File: src/rtl/cdr_pkg.sv
package cdr_pkg;

  localparam int CODE_W     = 3;
  localparam int EXP_OFFSET = 2;
  localparam int DIV_OFFSET = 1;
  localparam int MAX_EXP    = EXP_OFFSET + (1 << CODE_W) - 1;
  localparam int PRE_W      = MAX_EXP;
  localparam int DIV_W      = CODE_W;
  localparam int CFG_W      = 2 + 2 * CODE_W;

  typedef enum logic [1:0] {
    MODE_OFF  = 2'b00,
    MODE_XO   = 2'b01,
    MODE_RATE = 2'b10,
    MODE_ON   = 2'b11
  } cdr_mode_e;

  typedef struct packed {
    cdr_mode_e         mode;
    logic [CODE_W-1:0] exp_code;
    logic [CODE_W-1:0] div_code;
  } cdr_cfg_t;

  // Exponent of the prescaler for a stored code.
  function automatic int exp_of(input logic [CODE_W-1:0] code);
    return int'(code) + EXP_OFFSET;
  endfunction

  // Divider for a stored code. Code 0 is taken as the smallest legal divider.
  function automatic int div_of(input logic [CODE_W-1:0] code);
    if (code == '0) return 1 + DIV_OFFSET;
    return int'(code) + DIV_OFFSET;
  endfunction

  // Terminal count of the prescaler: 2^E - 1, built as a mask of ones.
  function automatic logic [PRE_W-1:0] pre_last(input logic [CODE_W-1:0] code);
    logic [PRE_W-1:0] r;
    int e;
    e = exp_of(code);
    for (int i = 0; i < PRE_W; i++) r[i] = (i < e);
    return r;
  endfunction

  // Terminal count of the divider: D - 1.
  function automatic logic [DIV_W-1:0] div_last(input logic [CODE_W-1:0] code);
    if (code == '0) return DIV_W'(1);
    return DIV_W'(code);
  endfunction

endpackage

File: src/rtl/cdr_cfg_reg.sv
module cdr_cfg_reg
  import cdr_pkg::*;
#(
  parameter logic [CFG_W-1:0] RESET_CFG = 8'hBF
) (
  input  logic             clk,
  input  logic             rst_n,
  input  logic             wr_en,
  input  logic [CFG_W-1:0] wdata,
  output cdr_cfg_t         cfg_q,
  output logic             restart
);

  always_ff @(posedge clk or negedge rst_n) begin
    if (!rst_n) cfg_q <= cdr_cfg_t'(RESET_CFG);
    else if (wr_en) cfg_q <= cdr_cfg_t'(wdata);
  end

  // The counters restart at the same edge that loads the new byte.
  assign restart = wr_en;

endmodule

File: src/rtl/cdr_prescaler.sv
module cdr_prescaler #(
  parameter int W = 9
) (
  input  logic         clk,
  input  logic         rst_n,
  input  logic         run,
  input  logic         restart,
  input  logic         tick,
  input  logic [W-1:0] last,
  output logic [W-1:0] cnt,
  output logic         wrap
);

  logic at_last;
  assign at_last = (cnt == last);
  assign wrap    = run && !restart && tick && at_last;

  always_ff @(posedge clk or negedge rst_n) begin
    if (!rst_n)                cnt <= '0;
    else if (restart || !run)  cnt <= '0;
    else if (tick)             cnt <= at_last ? '0 : cnt + W'(1);
  end

endmodule

File: src/rtl/cdr_divider.sv
module cdr_divider #(
  parameter int W = 3
) (
  input  logic         clk,
  input  logic         rst_n,
  input  logic         run,
  input  logic         restart,
  input  logic         step,
  input  logic [W-1:0] last,
  output logic [W-1:0] cnt,
  output logic         period_end
);

  logic at_last;
  assign at_last    = (cnt == last);
  assign period_end = run && !restart && step && at_last;

  always_ff @(posedge clk or negedge rst_n) begin
    if (!rst_n)               cnt <= '0;
    else if (restart || !run) cnt <= '0;
    else if (step)            cnt <= at_last ? '0 : cnt + W'(1);
  end

endmodule

File: src/rtl/cdr_rate_gen.sv
module cdr_rate_gen
  import cdr_pkg::*;
#(
  parameter logic [7:0] RESET_CFG = 8'hBF
) (
  input  logic       clk,
  input  logic       rst_n,
  input  logic       tick_1k,
  input  logic       cfg_wr,
  input  logic [7:0] cfg_wdata,
  input  logic       xo_active,
  output logic       comp_en
);

  cdr_cfg_t         cfg_q;
  logic             restart;
  logic             run;
  logic [PRE_W-1:0] pre_cnt;
  logic [PRE_W-1:0] pre_lim;
  logic             pre_done;
  logic [DIV_W-1:0] div_cnt;
  logic [DIV_W-1:0] div_lim;
  logic             period_end;
  logic             strobe_q;

  cdr_cfg_reg #(.RESET_CFG(RESET_CFG)) u_cfg (
    .clk     (clk),
    .rst_n   (rst_n),
    .wr_en   (cfg_wr),
    .wdata   (cfg_wdata),
    .cfg_q   (cfg_q),
    .restart (restart)
  );

  assign run     = (cfg_q.mode == MODE_RATE);
  assign pre_lim = pre_last(cfg_q.exp_code);
  assign div_lim = div_last(cfg_q.div_code);

  cdr_prescaler #(.W(PRE_W)) u_pre (
    .clk     (clk),
    .rst_n   (rst_n),
    .run     (run),
    .restart (restart),
    .tick    (tick_1k),
    .last    (pre_lim),
    .cnt     (pre_cnt),
    .wrap    (pre_done)
  );

  cdr_divider #(.W(DIV_W)) u_div (
    .clk        (clk),
    .rst_n      (rst_n),
    .run        (run),
    .restart    (restart),
    .step       (pre_done),
    .last       (div_lim),
    .cnt        (div_cnt),
    .period_end (period_end)
  );

  // One-tick pulse: set by the tick that ends a period, cleared by the next tick.
  always_ff @(posedge clk or negedge rst_n) begin
    if (!rst_n)               strobe_q <= 1'b0;
    else if (restart || !run) strobe_q <= 1'b0;
    else if (tick_1k)         strobe_q <= period_end;
  end

  always_comb begin
    unique case (cfg_q.mode)
      MODE_OFF:  comp_en = 1'b0;
      MODE_XO:   comp_en = xo_active;
      MODE_RATE: comp_en = strobe_q;
      MODE_ON:   comp_en = 1'b1;
      default:   comp_en = 1'b0;
    endcase
  end

endmodule

File: config.mk
export PLATFORM = sky130hd
export DESIGN_NAME = cdr_rate_gen
export DESIGN_NICKNAME = d
export VERILOG_FILES = /design/src/rtl/cdr_pkg.sv /design/src/rtl/cdr_cfg_reg.sv /design/src/rtl/cdr_prescaler.sv /design/src/rtl/cdr_divider.sv /design/src/rtl/cdr_rate_gen.sv
export SDC_FILE = /design/constraint.sdc
export NUM_CORES = 1
export LEC_CHECK = 0
export ABC_CLOCK_PERIOD_IN_PS = 7780
export BUFFER_PORTS_ARGS = -buffer_cell sky130_fd_sc_hd__clkbuf_2
export CORE_MARGIN = 3
export CORE_UTILIZATION = 60
export DETAILED_ROUTE_END_ITERATION = 6
export PLACE_DENSITY = 0.87
export SKIP_LAST_GASP = 1
export SYNTH_ARGS = -nofsm -noshare
export SYNTH_HDL_FRONTEND = slang
export SYNTH_SLANG_ARGS = --single-unit
File: constraint.sdc
create_clock -name clk -period 7.78 [get_ports clk]
set_clock_uncertainty 0.05 [all_clocks]
set_input_delay 0.778 -clock clk [delete_from_list [all_inputs] [get_ports clk]]
set_output_delay 0.778 -clock clk [all_outputs]
set_load 0.05 [all_outputs]
After elaboration in Yosys (flattened, before gate mapping)
Index checks and enable logic that the tools add are counted.
{"block": "totals", "register_bits": 21, "input_bits": 13, "wordCells": 47}
{"block": "classes", "n_mux": 12, "n_reduce_logical": 12, "n_eq_ne": 5, "n_lt_le_gt_ge": 9, "addsub": 3}
{"cell": "$mux W9", "n": 3}
{"cell": "$lt A3 B4 Y1 const A", "n": 4}
{"cell": "$mux W3", "n": 5}
{"cell": "$add A9 B1 Y9 const B", "n": 1}
{"cell": "$eq A9 B9 Y1", "n": 1}
{"cell": "$lt A1 B4 Y1 const A", "n": 2}
{"cell": "$lt A2 B4 Y1 const A", "n": 2}
{"cell": "$logic_and A1 B1 Y1", "n": 5}
{"cell": "$add A3 B2 Y4 const B", "n": 1}
{"cell": "$eq A2 B2 Y1 const B", "n": 2}
{"cell": "$lt A4 B4 Y1 const A", "n": 1}
{"cell": "$pmux W1 S4", "n": 1}
{"cell": "$reduce_bool A2 Y1", "n": 2}
{"cell": "$add A3 B1 Y3 const B", "n": 1}
{"cell": "$eq A3 B3 Y1", "n": 1}
{"cell": "$logic_not A3 Y1", "n": 1}
{"cell": "$mux W1", "n": 3}
{"cell": "$eq A2 B1 Y1 const B", "n": 1}
{"cell": "$logic_not A1 Y1", "n": 2}
{"cell": "$logic_not A2 Y1", "n": 1}
{"cell": "$logic_or A1 B1 Y1", "n": 1}

Logic depth before layout (Yosys ltp)
{"block": "logic_depth", "ltp_word": 8, "ltp_mapped": 8, "ltp_nobuf": 8}

Modules after synthesis
A second synthesis with hierarchy kept.
{"block": "hier_totals", "cells_unflattened": 132, "area_unflattened_um2": 1372.6}
{"module": "cdr_prescaler", "n_inst": 1, "cells_per_inst": 65, "seq_area_each_um2": 225.2, "area_each_um2": 610.6}
{"module": "cdr_cfg_reg", "n_inst": 1, "cells_per_inst": 18, "seq_area_each_um2": 209.0, "area_each_um2": 347.8}
{"module": "cdr_divider", "n_inst": 1, "cells_per_inst": 23, "seq_area_each_um2": 75.1, "area_each_um2": 216.5}
{"module": "cdr_rate_gen", "n_inst": 1, "cells_per_inst": 26, "seq_area_each_um2": 25.0, "area_each_um2": 197.7}

Worst setup path before layout
No wires, ideal clock.
{"block": "synth_path", "path_kind": "register to register", "from": "register u_cfg.cfg_q[4] (netlist name)", "to": "register u_pre.cnt[3]", "stages_incl_launch_ff": 9, "setup_ns": 0.122, "required_time_ns": 7.608, "slack_ns": 5.227, "t_arrival_ns": 2.382, "path_buffers": 0, "path_cell_list": "dfstp_2 inv_1 ha_1 a22oi_2 a21oi_1 or4_4 nor3_4 nor2_2 a32o_1"}
{"block": "synth_via", "elab_chain_cells": 6}
{"element": "$add A3 B2 Y4 (*)", "line": "cdr_pkg.sv:26", "text": "return int'(code) + EXP_OFFSET;"}
{"element": "$lt A1 B4 Y1, or another cell as far along", "line": "cdr_pkg.sv:40", "text": "for (int i = 0; i < PRE_W; i++) r[i] = (i < e);"}
{"element": "$eq A9 B9 Y1 (*)", "line": "cdr_prescaler.sv:15", "text": "assign at_last = (cnt == last);"}
{"element": "$mux W9 (*) (2 in a row)", "line": "cdr_prescaler.sv:21", "text": "else if (tick) cnt <= at_last ? '0 : cnt + W'(1);"}
{"element": "$mux W9 (*)", "line": "cdr_prescaler.sv:20", "text": "else if (restart || !run) cnt <= '0;"}
{"element": "end signal: assignment", "line": "cdr_prescaler.sv:21"}
{"element": "end: declaration", "line": "cdr_prescaler.sv:10", "text": "output logic [W-1:0] cnt,"}
Every way passes the cells marked *; elsewhere a longest branch is shown, timed or not. The select of a mux whose other input is x is not followed.
A chain may end at the register's enable or synchronous reset.

Final worst setup path
{"block": "layout_path", "from": "register u_cfg.cfg_q[4] (netlist name)", "to": "register u_pre.cnt[5]"}
{"block": "layout_via", "elab_chain_cells": 6}
{"element": "$add A3 B2 Y4 (*)", "line": "cdr_pkg.sv:26"}
{"element": "$lt A1 B4 Y1, or another cell as far along", "line": "cdr_pkg.sv:40"}
{"element": "$eq A9 B9 Y1 (*)", "line": "cdr_prescaler.sv:15"}
{"element": "$mux W9 (*) (2 in a row)", "line": "cdr_prescaler.sv:21"}
{"element": "$mux W9 (*)", "line": "cdr_prescaler.sv:20"}
Marked as above.

==> key figures <==
Clock tree
  – # H-tree levels: 1
  – Clk_lat worst skew: approximately 0.31 ns
  – Clock slew at reported path FFs: around 0.12 ns
  – Clk sink count: 21
  – Clock Path Buffers: 2
  – Post-CTS sizing: 0
  – Postcts setup bufs: 0
  – CTS hold repair buffers: 0
  – TritonCTS clock tree: done
  – Num CTS Buffers: 3
  – Clk root buf: clkbuf_4

Synth
  – Post-Syn Area: ~0.0014 sq mm
  – Yosys warning count: 0
  – Yosys reg bits: 21
  – Top_reg_cell synth: dfrtp_1
  – Post-synthesis cell count: 142
  – Part of the Yosys area used for sequential elements: 37.7%
  – Mapped Nets: approximately 160
  – Number of synthesized flops with an enable pin: 0
  – Async SR Flop Fraction: 100%
  – Post-synth cell types: between 40 and 50
  – Syn Area/Cell: between 9 and 10 sq um

Setup path
  – Crit path launch type: flip-flop
  – Critical Path Source: u_cfg.cfg_q[4]
  – Worst-path fanout max: 10
  – Crit Path Category: flip-flop to flip-flop
  – Reg2reg end: u_pre.cnt[5]
  – Req. time, crit path: about 7.9 ns
  – R2R cell count: 8
  – Worst Path Arrival: between 2 and 3 ns
  – Reg-to-reg setup timing slack: between 4 and 5 ns
  – Setup crit end kind: flip-flop
  – R2R Path Start: u_cfg.cfg_q[4]

Job
  – Max cap viols: 0

Layout
  – Leading cell type in the layout, fill and taps excluded: dfrtp_1
  – Layout Area Growth over Synthesis: 6.27%
  – Footprint of the multi-input gates: ~830 sq um
  – Ant. Diodes: 0
  – Design area: approximately 0.0015 sq mm
  – Register area: roughly 530 sq um
  – Fraction of final layout cells sized beyond drive strength 1: between 30% and 40%
  – Filler cells: ~170
  – Final net count: between 150 and 200
  – Most frequent cells in the layout: dfrtp_1, clkbuf_2, nand2_1

STA
  – Post-layout min period: 2.81 ns
  – Fin Setup TNS: 0 ns
  – RSZ-0062 raised after global routing: false
  – Peak Freq: 356 MHz
  – Slew Limit Headroom: 67.0%
  – Final Max Slew Viols: 0
  – Hold Violations, Final: 0
  – Period utilisation layout: ~36%
  – Slew @ Worst Pin: between 0.4 and 0.5 ns
  – Final setup viols: 0

Global route
  – First-pass GRT wire length: 5200 um
  – GRT Residual Overflow: 0
  – Largest net degree at the start of global routing: 22
  – Vias in the first global route: between 1,000 and 1,500
  – All-Layer GR Usage: 24.4%
  – Initial antenna violation count: 0

Floorplanning
  – Horiz. Die Dim: about 55 um
  – Die Ht: around 55 um
  – Core Rows: 16
  – I/O pin total: 14
  – Starting Density: 67.4%
  – Die area: approximately 0.003 sq mm
  – Core region area: 0.00210 sq mm

Routing
  – Wire per inst: 17.1 um
  – Detailed Route Iter0 Violations: 64
  – Via/cell ratio: approximately 6.4
  – DRC: 0
  – Vias: between 1,000 and 1,500
  – ANT nets after route: 0
  – Final Routed Wirelength: about 3100 um
  – DR pass1 iterations: 5

Place
  – Gpl congestion: approximately 0.78
  – Detailed placer's ending HPWL: roughly 2400 um
  – PortBufs: 13
  – Placed cell area: 0.00148 sq mm

Worst hold path
  – HP Class: primary input to async pin

Pwr
  – P_leak: ~0.66 nW
  – Total power: approximately 0.00022 W
  – Worst vdd ir: 0.162 mV
  – Cell area power density: about 140 mW/mm^2

Run status
  – Status: finished, final reports clean
## state kept, by name (all words and copies together) (netlist names)
name / cells
u_pre.cnt: 9
u_div.cnt: 3
strobe_q: 1
u_cfg.cfg_q: 8
## worst max path at each step
stage,endpoint,slack (ns)
6_report,u_pre.cnt[5],4.97
5_1_grt,u_pre.cnt[8],4.83
4_1_cts,u_pre.cnt[5],4.98
3_5_place_dp,u_pre.cnt[5],5.01
3_3_place_gp,u_pre.cnt[7],5.13
2_1_floorplan,u_pre.cnt[3],5.23
## power breakdown
group          internal [W]  switching, W  leakage (nW)
clock             0.0000201     0.0000351        0.0150
combinational     0.0000170     0.0000230         0.381
sequential         0.000116    0.00000581         0.267
total              0.000153     0.0000640         0.662
## Yosys cell counts (2+ instances only)
library cell | n | area [sq um]
a32o_1 | 5 | 50.1
nand4_1 | 3 | 18.8
o22ai_1 | 2 | 12.5
o31ai_1 | 7 | 52.6
and3_2 | 4 | 30.0
dfrtp_1 | 14 | 350
mux2_2 | 6 | 67.6
and3b_1 | 2 | 17.5
dfstp_2 | 7 | 184
mux2i_1 | 2 | 20.0
xnor2_1 | 2 | 17.5
nor3_1 | 2 | 10.0
nand3_1 | 6 | 30.0
nor2_1 | 10 | 37.5
or2b_2 | 2 | 17.5
nand2_1 | 11 | 41.3
o21ai_0 | 5 | 25.0
inv_1 | 3 | 11.3
a21oi_1 | 10 | 50.1
and2b_2 | 4 | 35.0
ha_1 | 7 | 87.6
o21ai_1 | 2 | 10.0
## final cells by class
type                    instances  area share [%]
inverters                       4           0.998
flip-flops and latches         21            35.5
multi-input cells             113            55.2
well taps                      27            2.24
repair buffers                 13            4.32
clock buffers                   4            1.75
## worst max-delay path, cell delays in order, from the launching register on
cell and delay [ns]:
dfstp_2 0.64, inv_1 0.12, ha_1 0.31, a22oi_2 0.21, a21oi_1 0.06, or4_4 0.58
nor3_4 0.34, nor2_2 0.12, a32o_1 0.28
## cell families (layout without fill, tap and decap cells)
group,Yosys count,in the layout,share of synthesized area [%]
AOI/OAI and AO/OA,36,36,17.5
xor gates and xnor gates,3,3,1.86
buffers and inverters,8,21,3.62
DFF,21,21,37.7
adders and majority gates,7,7,6.18
and+or+nand+nor,59,59,26.9
muxes,8,8,6.18
## through the flow
stage                     utilization, %  worst slack (ns)  hold WS (ns)  std cells
after floorplan                        -              5.23         0.432        142
after global placement              70.4              5.13         0.474        178
after detailed placement            70.4              5.01         0.486        178
after CTS                           71.6              4.98         0.367        182
after global routing                71.6              4.83         0.361        182
final                               71.6              4.97         0.351        182
## routing by layer
layer / share of wire (%) / track usage (%) / wire length, um
met1: 43 / 30.1 / 1340
met2: 49 / 42.5 / 1540
met3: 4.9 / 3.81 / 153
met4: 2.6 / 8.30 / 80
met5: 0 / 0 / 0
(Power assumes the default switching activity.)
